## config.mk

```make
export PLATFORM = sky130hd
export DESIGN_NAME = tdc_interval_meter
export DESIGN_NICKNAME = d
export VERILOG_FILES = /design/src/rtl/tdc_pkg.sv /design/src/rtl/tdc_edge_detect.sv /design/src/rtl/tdc_coarse_counter.sv /design/src/rtl/tdc_sequencer.sv /design/src/rtl/tdc_interval_meter.sv
export SDC_FILE = /design/constraint.sdc
export NUM_CORES = 1
export LEC_CHECK = 0
export BUFFER_PORTS_ARGS = -buffer_cell sky130_fd_sc_hd__clkbuf_2
export CORE_AREA = 5 5 107 109
export CTS_CLUSTER_SIZE = 28
export DETAILED_ROUTE_END_ITERATION = 12
export DIE_AREA = 0 0 112 114
export PLACE_DENSITY = 0.92
export SLEW_MARGIN = 25
export SYNTH_ARGS = -nofsm -noshare
export SYNTH_HDL_FRONTEND = slang
export SYNTH_SLANG_ARGS = --single-unit
export TNS_END_PERCENT = 30
```

## constraint.sdc

```tcl
create_clock -name clk -period 12.9 [get_ports clk]
set_clock_uncertainty 0.1 [all_clocks]
set_input_delay 1.935 -clock clk [delete_from_list [all_inputs] [get_ports clk]]
set_output_delay 1.935 -clock clk [all_outputs]
set_load 0.01 [all_outputs]
```

## src/rtl/tdc_pkg.sv

```systemverilog
package tdc_pkg;

    typedef enum logic [1:0] {
        ST_IDLE       = 2'd0,
        ST_WAIT_START = 2'd1,
        ST_WAIT_STOP  = 2'd2
    } tdc_state_e;

    typedef enum logic {
        MODE_WIDTH  = 1'b0,
        MODE_PERIOD = 1'b1
    } tdc_mode_e;

    // Number of set bits in a vector of up to 64 taps.
    function automatic logic [6:0] count_ones(input logic [63:0] v);
        logic [6:0] acc;
        acc = '0;
        for (int i = 0; i < 64; i++) begin
            acc = acc + 7'(v[i]);
        end
        return acc;
    endfunction

endpackage

```

## src/rtl/tdc_edge_detect.sv

```systemverilog
module tdc_edge_detect #(
    parameter int TAPS   = 16,
    parameter int FINE_W = $clog2(TAPS)
) (
    input  logic              clk,
    input  logic              rst,
    input  logic [TAPS-1:0]   taps_in,
    output logic              rise_hit,
    output logic              fall_hit,
    output logic [FINE_W-1:0] rise_fine,
    output logic [FINE_W-1:0] fall_fine
);
    import tdc_pkg::*;

    logic [TAPS-1:0] prev_q;
    logic [6:0]      ones;

    always_ff @(posedge clk) begin
        if (rst) prev_q <= '0;
        else     prev_q <= taps_in;
    end

    always_comb begin
        ones      = count_ones(64'(taps_in));
        rise_hit  = (prev_q == '0) && (taps_in != '0);
        fall_hit  = (prev_q == '1) && (taps_in != '1);
        rise_fine = FINE_W'(7'(TAPS) - ones);
        fall_fine = FINE_W'(ones);
    end

endmodule

```

## src/rtl/tdc_coarse_counter.sv

```systemverilog
module tdc_coarse_counter #(
    parameter int WIDTH = 20
) (
    input  logic             clk,
    input  logic             rst,
    input  logic             restart,
    input  logic             run,
    output logic [WIDTH-1:0] count,
    output logic             at_max
);
    assign at_max = (count == '1);

    always_ff @(posedge clk) begin
        if (rst || restart)     count <= '0;
        else if (run && !at_max) count <= count + 1'b1;
    end

endmodule

```

## src/rtl/tdc_sequencer.sv

```systemverilog
module tdc_sequencer #(
    parameter int COARSE_W = 20,
    parameter int FINE_W   = 4,
    parameter int STAMP_W  = COARSE_W + FINE_W
) (
    input  logic                clk,
    input  logic                rst,
    input  logic                arm,
    input  logic                clear,
    input  logic                mode,
    input  logic                rise_hit,
    input  logic                fall_hit,
    input  logic [FINE_W-1:0]   rise_fine,
    input  logic [FINE_W-1:0]   fall_fine,
    input  logic [COARSE_W-1:0] count,
    input  logic                at_max,
    output logic                cnt_restart,
    output logic                cnt_run,
    output logic                done,
    output logic                overflow,
    output logic [COARSE_W-1:0] start_coarse,
    output logic [FINE_W-1:0]   start_fine,
    output logic [COARSE_W-1:0] stop_coarse,
    output logic [FINE_W-1:0]   stop_fine,
    output logic [STAMP_W-1:0]  interval
);
    import tdc_pkg::*;

    tdc_state_e        state_q;
    tdc_mode_e         mode_q;
    logic              stop_hit;
    logic [FINE_W-1:0] stop_code;
    logic [STAMP_W-1:0] start_stamp;
    logic [STAMP_W-1:0] stop_stamp;

    assign cnt_restart = (state_q == ST_IDLE) && arm && !clear;
    assign cnt_run     = (state_q != ST_IDLE);

    always_comb begin
        if (mode_q == MODE_WIDTH) begin
            stop_hit  = fall_hit;
            stop_code = fall_fine;
        end else begin
            stop_hit  = rise_hit;
            stop_code = rise_fine;
        end
        start_stamp = {start_coarse, start_fine};
        stop_stamp  = {count, stop_code};
    end

    always_ff @(posedge clk) begin
        if (rst || clear) begin
            state_q      <= ST_IDLE;
            mode_q       <= MODE_WIDTH;
            done         <= 1'b0;
            overflow     <= 1'b0;
            start_coarse <= '0;
            start_fine   <= '0;
            stop_coarse  <= '0;
            stop_fine    <= '0;
            interval     <= '0;
        end else begin
            done <= 1'b0;
            unique case (state_q)
                ST_IDLE: begin
                    if (arm) begin
                        state_q <= ST_WAIT_START;
                        mode_q  <= tdc_mode_e'(mode);
                    end
                end
                ST_WAIT_START: begin
                    if (at_max) begin
                        state_q  <= ST_IDLE;
                        done     <= 1'b1;
                        overflow <= 1'b1;
                        interval <= '0;
                    end else if (rise_hit) begin
                        state_q      <= ST_WAIT_STOP;
                        start_coarse <= count;
                        start_fine   <= rise_fine;
                    end
                end
                ST_WAIT_STOP: begin
                    if (stop_hit) begin
                        state_q     <= ST_IDLE;
                        done        <= 1'b1;
                        overflow    <= 1'b0;
                        stop_coarse <= count;
                        stop_fine   <= stop_code;
                        interval    <= stop_stamp - start_stamp;
                    end else if (at_max) begin
                        state_q  <= ST_IDLE;
                        done     <= 1'b1;
                        overflow <= 1'b1;
                        interval <= '0;
                    end
                end
                default: state_q <= ST_IDLE;
            endcase
        end
    end

endmodule

```

## src/rtl/tdc_interval_meter.sv

```systemverilog
module tdc_interval_meter #(
    parameter int TAPS     = 16,
    parameter int COARSE_W = 20,
    localparam int FINE_W  = $clog2(TAPS),
    localparam int STAMP_W = COARSE_W + FINE_W
) (
    input  logic                clk,
    input  logic                rst,
    input  logic                arm,
    input  logic                clear,
    input  logic                mode,
    input  logic [TAPS-1:0]     tap_word,
    output logic                done,
    output logic                overflow,
    output logic [COARSE_W-1:0] start_coarse,
    output logic [FINE_W-1:0]   start_fine,
    output logic [COARSE_W-1:0] stop_coarse,
    output logic [FINE_W-1:0]   stop_fine,
    output logic [STAMP_W-1:0]  interval
);
    logic                rise_hit;
    logic                fall_hit;
    logic [FINE_W-1:0]   rise_fine;
    logic [FINE_W-1:0]   fall_fine;
    logic [COARSE_W-1:0] count;
    logic                at_max;
    logic                cnt_restart;
    logic                cnt_run;

    tdc_edge_detect #(.TAPS(TAPS), .FINE_W(FINE_W)) u_edge (
        .clk       (clk),
        .rst       (rst),
        .taps_in   (tap_word),
        .rise_hit  (rise_hit),
        .fall_hit  (fall_hit),
        .rise_fine (rise_fine),
        .fall_fine (fall_fine)
    );

    tdc_coarse_counter #(.WIDTH(COARSE_W)) u_count (
        .clk     (clk),
        .rst     (rst),
        .restart (cnt_restart),
        .run     (cnt_run),
        .count   (count),
        .at_max  (at_max)
    );

    tdc_sequencer #(.COARSE_W(COARSE_W), .FINE_W(FINE_W), .STAMP_W(STAMP_W)) u_seq (
        .clk          (clk),
        .rst          (rst),
        .arm          (arm),
        .clear        (clear),
        .mode         (mode),
        .rise_hit     (rise_hit),
        .fall_hit     (fall_hit),
        .rise_fine    (rise_fine),
        .fall_fine    (fall_fine),
        .count        (count),
        .at_max       (at_max),
        .cnt_restart  (cnt_restart),
        .cnt_run      (cnt_run),
        .done         (done),
        .overflow     (overflow),
        .start_coarse (start_coarse),
        .start_fine   (start_fine),
        .stop_coarse  (stop_coarse),
        .stop_fine    (stop_fine),
        .interval     (interval)
    );

endmodule

```

# Word level (Yosys, flattened, before mapping)
# Index checks and enable logic that the tools add are counted.
# totals
reg_bits	113
inputBits	21
output_inout_bits	74
# classes
add_sub_neg	18
eq_ne	8
mux	17
bitwise_logic	1
reduce_logical	18
# ops
op	n
adder 4 x 1 -> 4 bit	14
2-to-1 mux 24 bit	2
case mux 24 bit (2 select lines)	1
subtractor 24 bit	1
adder 20 x 1 -> 20 bit, second input constant	1
equality test 20 bit, second input constant	1
equality test 16 bit, second input constant	1
zero test 16 bit	1
!= test 16 bit, second input constant	1
nonzero test 16 bit	1
2-to-1 mux 2 bit	5
!= test 3 x 2 -> 1 bit, second input constant	2
case mux 2 bit (3 select lines)	1
AND reduction 3 bit	2
logical AND 1 bit	5
2-to-1 mux 1 bit	5
2-to-1 mux 4 bit	1
case mux 1 bit (2 select lines)	2
AND reduction 2 bit	2
nonzero test 2 bit	2
subtractor 1 x 4 -> 4 bit, first input constant	1
adder 1 x 1 -> 2 bit	1
equality test 2 x 1 -> 1 bit, second input constant	1
equality test 2 bit, second input constant	1
5 further kinds	7

# Longest topological paths before layout
# logic_depth
ltp_word	20
depth_mapped	24

# Hierarchy
# A second synthesis with hierarchy kept.
# unflattened
hier_cells	768
area_unflattened_um2	6192.2
# modules_own_cells
mod	instances	cells_per_inst	area_per_inst_um2
tdc_sequencer	1	543	4175.3
tdc_coarse_counter	1	120	1021.0
tdc_edge_detect	1	105	996.0

# Worst setup path after synthesis
# Ideal clock, no wire load.
# synth_timing
path_type	input-to-reg
from	input tap_word[0]
to	register u_seq.interval[23]
setup_ns	0.115
arrival_time_ns	7.507
t_required_ns	12.685
slack_ns	5.178
stages	23
cell_sequence	inv_1 -> ha_1 -> inv_1 -> fa_1 -> inv_1 -> fa_1 -> fa_1 -> inv_1 -> fa_1 -> fa_1 -> fa_1 -> ha_1 -> inv_1 -> mux2i_1 -> ha_1 -> nor2b_1 -> o31a_1 -> o31a_1 -> a311oi_2 -> a211oi_1 -> o21ai_1 -> mux2i_1 -> nand2_1
# synth_via
elab_chain_cells	20
elab_cells_between_ends	25
classes_between	add/sub (17); eq/ne (1); mux (4); reduce/logical (3)
# synth_rtl
element	line	source
from (decl)	tdc_interval_meter.sv:12	input logic [TAPS-1:0] tap_word,
adder 1 x 1 -> 2 bit	tdc_pkg.sv:19	acc = acc + 7'(v[i]);
adder 4 x 1 -> 4 bit (14 in series)	tdc_pkg.sv:19	
subtractor 1 x 4 -> 4 bit	tdc_edge_detect.sv:27	rise_fine = FINE_W'(7'(TAPS) - ones);
named net rise_fine[1]	tdc_interval_meter.sv:23	logic [FINE_W-1:0] rise_fine;
2-to-1 mux 4 bit	tdc_sequencer.sv:40	if (mode_q == MODE_WIDTH) begin
named net u_seq.stop_code[1]	tdc_sequencer.sv:32	logic [FINE_W-1:0] stop_code;
subtractor 24 bit	tdc_sequencer.sv:90	interval <= stop_stamp - start_stamp;
2-to-1 mux 24 bit	tdc_sequencer.sv:84	if (stop_hit) begin
case mux 24 bit (2 select lines)	tdc_sequencer.sv:64	unique case (state_q)
to (signal assigned)	tdc_sequencer.sv:90	
to (decl)	tdc_sequencer.sv:25	output logic [STAMP_W-1:0] interval
# The timed path passes the listed nets, and every way through them passes these cells.
# A chain may end at the register's enable or synchronous reset.

# Final worst setup path
# Same ends and word-level chain as after synthesis.

==> flow_summary.json <==
{
  "wl_per_cell_um": 16.9,
  "hold_buffers": 0,
  "cts_post_setup_buffers_inserted": 0,
  "synth_cell_types": 62,
  "power_density_nw_per_um2": 182,
  "synth_area_um2": 5930,
  "dr.first_iter.drc_count": 486,
  "cap_violations": 0,
  "fin_crit_sh_pct": 61.0,
  "syn_inst": 701,
  "clockBufferDepth": 2,
  "cts_root_buf": "clkbuf_8",
  "vias": 5484,
  "nFillCells": 770,
  "worst_pin_slew_ps": 962,
  "final_cell_mix": "dfxtp_1, clkbuf_2, nand2_1",
  "ys_warn_count": 0,
  "routed_wl_mm": 16.0,
  "cts.clk_slew.worst_paths_ps": 60,
  "worstSkewPairLatency_ps": 520,
  "cts_resized": 0,
  "rsz0062_at_grt": "false",
  "port_buffers": 94,
  "die_width_um": 112,
  "syn_area_per_cell_um2": 8.46,
  "worst-setup-path-type": "in -> reg",
  "synthAdderAreaFrac_pct": 11.3,
  "nNetsFinal": 859,
  "synth-xor-area-share_pct": 5.61,
  "synth_top_area_share_pct": 38.1,
  "utilization_pct": 67.5,
  "synth_top_area_cell": "dfxtp_1",
  "routed_via_density": 5.81,
  "htree_levels": 4,
  "post-dp-hpwl_mm": 10.7,
  "grtUsageTotal_pct": 25.1,
  "synth_fp_nets": 769,
  "drc": 0,
  "reg2reg_depth": 8,
  "detail-route-antenna-nets": 0,
  "grt_pass1_vias": 5465,
  "multi_input_area_um2": 3330,
  "mostFrequentLayoutCell": "dfxtp_1",
  "cts_tree": "built",
  "rows": 38,
  "start_util_pct": 56.5,
  "hold_viol": 0,
  "hp-start": "u_seq.stop_coarse[14]",
  "synth_compound_area_share_pct": 13.6,
  "ys.flop_type": "dfxtp_1",
  "max_freq_mhz": 127,
  "maxSlewViolCount": 0,
  "crit_required_ps": 13210,
  "r2r-start": "u_edge.prev_q[1]",
  "async_flop_share_pct": 0,
  "outcome": "complete, no violations",
  "irDropWorstVdd_mv": 0.109,
  "synth_mux_area_share_pct": 3.71,
  "crit_path_start_kind": "input port",
  "synth_edf_count": 0,
  "ios": 95,
  "die_y_um": 114,
  "finalSetupViolCount": 0,
  "coreArea_um2": 10500,
  "grt_overflow": 0,
  "first_pass_iters": 5,
  "yosysSeqAreaShare_pct": 38.1,
  "timing.rr.end": "u_seq.interval[22]",
  "routabilityCongestion": 0.962,
  "grt_first_pass_wirelength_mm": 26.2,
  "arrival_ps": 8170,
  "p_leak_nw": 3.17,
  "dieArea_um2": 12800,
  "cp-end-kind": "flip-flop",
  "synth.area.top_cells": "dfxtp_1, ha_1, nand2_1, nor2_1, a21oi_1",
  "grt_antenna_before_repair": 0,
  "reg2reg_setup_slack_ps": 9470,
  "cts_inserted_buffers": 17,
  "antenna_cells_inserted": 0,
  "ff_latch_area_um2": 2260,
  "drive_above_1_share_pct": 17.8,
  "yosys.area_share.simple_pct": 21.9,
  "syn_to_final_growth_pct": 19.5,
  "cp_max_fo": 4,
  "grt_max_degree": 37,
  "period_needed_ps": 7870,
  "holdPathStages": 2,
  "fin_tns_setup_ps": 0,
  "hold_end": "u_seq.stop_coarse[14]",
  "cts.sinks": 113,
  "yosys_register_bits": 113,
  "synth_top_family_by_area": "simple AND/OR/NAND/NOR gates",
  "hold_class": "reg -> reg",
  "max_slew_margin_pct": 35.9
}
-- worst max-delay path: stages --
cell and delay [ps]:
clkbuf_2 90, inv_1 50, ha_1 270, inv_1 40, fa_1 470, inv_1 50, fa_1 470, fa_1 520
inv_1 60, fa_1 460, fa_1 430, fa_1 490, ha_1 300, inv_1 50, mux2i_1 320, ha_1 310
nor2b_1 140, o31a_1 280, o31a_1 300, a311oi_2 430, a211oi_1 190, o21ai_1 250, mux2i_1 210, nand2_1 70
-- worst max path at each step --
stage | start | slack (ps) | end
global route | tap_word[0] | 4740 | u_seq.interval[23]
CTS | tap_word[0] | 5100 | u_seq.interval[23]
detailed placement | tap_word[0] | 4640 | u_seq.interval[23]
floorplan | tap_word[0] | 5180 | u_seq.interval[23]
finish | tap_word[0] | 5030 | u_seq.interval[23]
global placement | tap_word[0] | 4820 | u_seq.interval[23]
-- cell usage after synthesis (2+ instances only) --
master,number
dfxtp_1,113
nand2_1,86
nor2_1,81
a21oi_1,54
inv_1,54
ha_1,36
nand3_1,28
mux2i_1,22
o21ai_0,22
xor2_1,21
clkbuf_1,18
xnor2_1,17
a21o_1,14
nand4_1,13
fa_1,11
nor2b_1,11
nor4_1,8
or3_1,7
nor3_1,6
a211oi_1,5
and3_1,5
o21a_1,5
o21ai_1,5
buf_2,4
o21bai_1,4
and4_1,3
nand2b_1,3
o31ai_1,3
a211o_1,2
a21oi_2,2
a31oi_1,2
buf_6,2
nand2_2,2
nor4b_1,2
o31a_1,2
or4b_1,2
-- layer usage --
layer	vias to the layer above	track usage, %	wire (um)
met3	73	5.89	1230
met1	2547	30.7	6620
met4	0	12.0	558
li1	2584	-	-
met5	-	0	0
met2	280	41.9	7560
-- per-stage QoR --
stage          hold slack, ps  instance area (um2)  total power [mW]  setup WS, ps  std cells
2_1_floorplan             370                 5930             0.706          5180        701
3_3_place_gp              338                 6470             0.769          4820        912
3_5_place_dp              346                 6470             0.784          4640        912
4_1_cts                   355                 7090              1.28          5100        944
5_1_grt                   374                 7090              1.35          4740        944
6_report                  352                 7090              1.29          5030        944
-- sequential cells by signal (all words and copies together) (netlist names), 2 cells and up --
signal and flops:
u_seq.start_fine 4, u_seq.start_coarse 20, u_seq.state_q 2, u_count.count 20
u_seq.stop_fine 4, u_edge.prev_q 16, u_seq.stop_coarse 20, u_seq.interval 24
-- logic make-up (layout without fill, tap and decap cells) --
group	count (synthesis)	count (layout)
AND/OR/NAND/NOR	270	270
buffers and inverters	81	184
XOR/XNOR	38	38
AO/OA/AOI/OAI	130	130
multiplexers	22	22
adder cells (fa/ha/maj)	47	47
flip-flops	113	113
-- power breakdown --
group	leakage [nW]	total [mW]	internal (mW)	switching [mW]
Sequential	0.915	0.355	0.352	0.00267
Combinational	1.96	0.444	0.192	0.252
Clock	0.300	0.491	0.320	0.171
-- layout make-up --
type                    count  share of cell area [%]
well taps                 140                    2.47
clock inverters            12                    2.56
multi-input cells         507                    47.0
flip-flops and latches    113                    31.9
inverters                  54                    2.86
clock buffers              20                    6.14
repair buffers             98                    7.06
(Power assumes the default switching activity.)
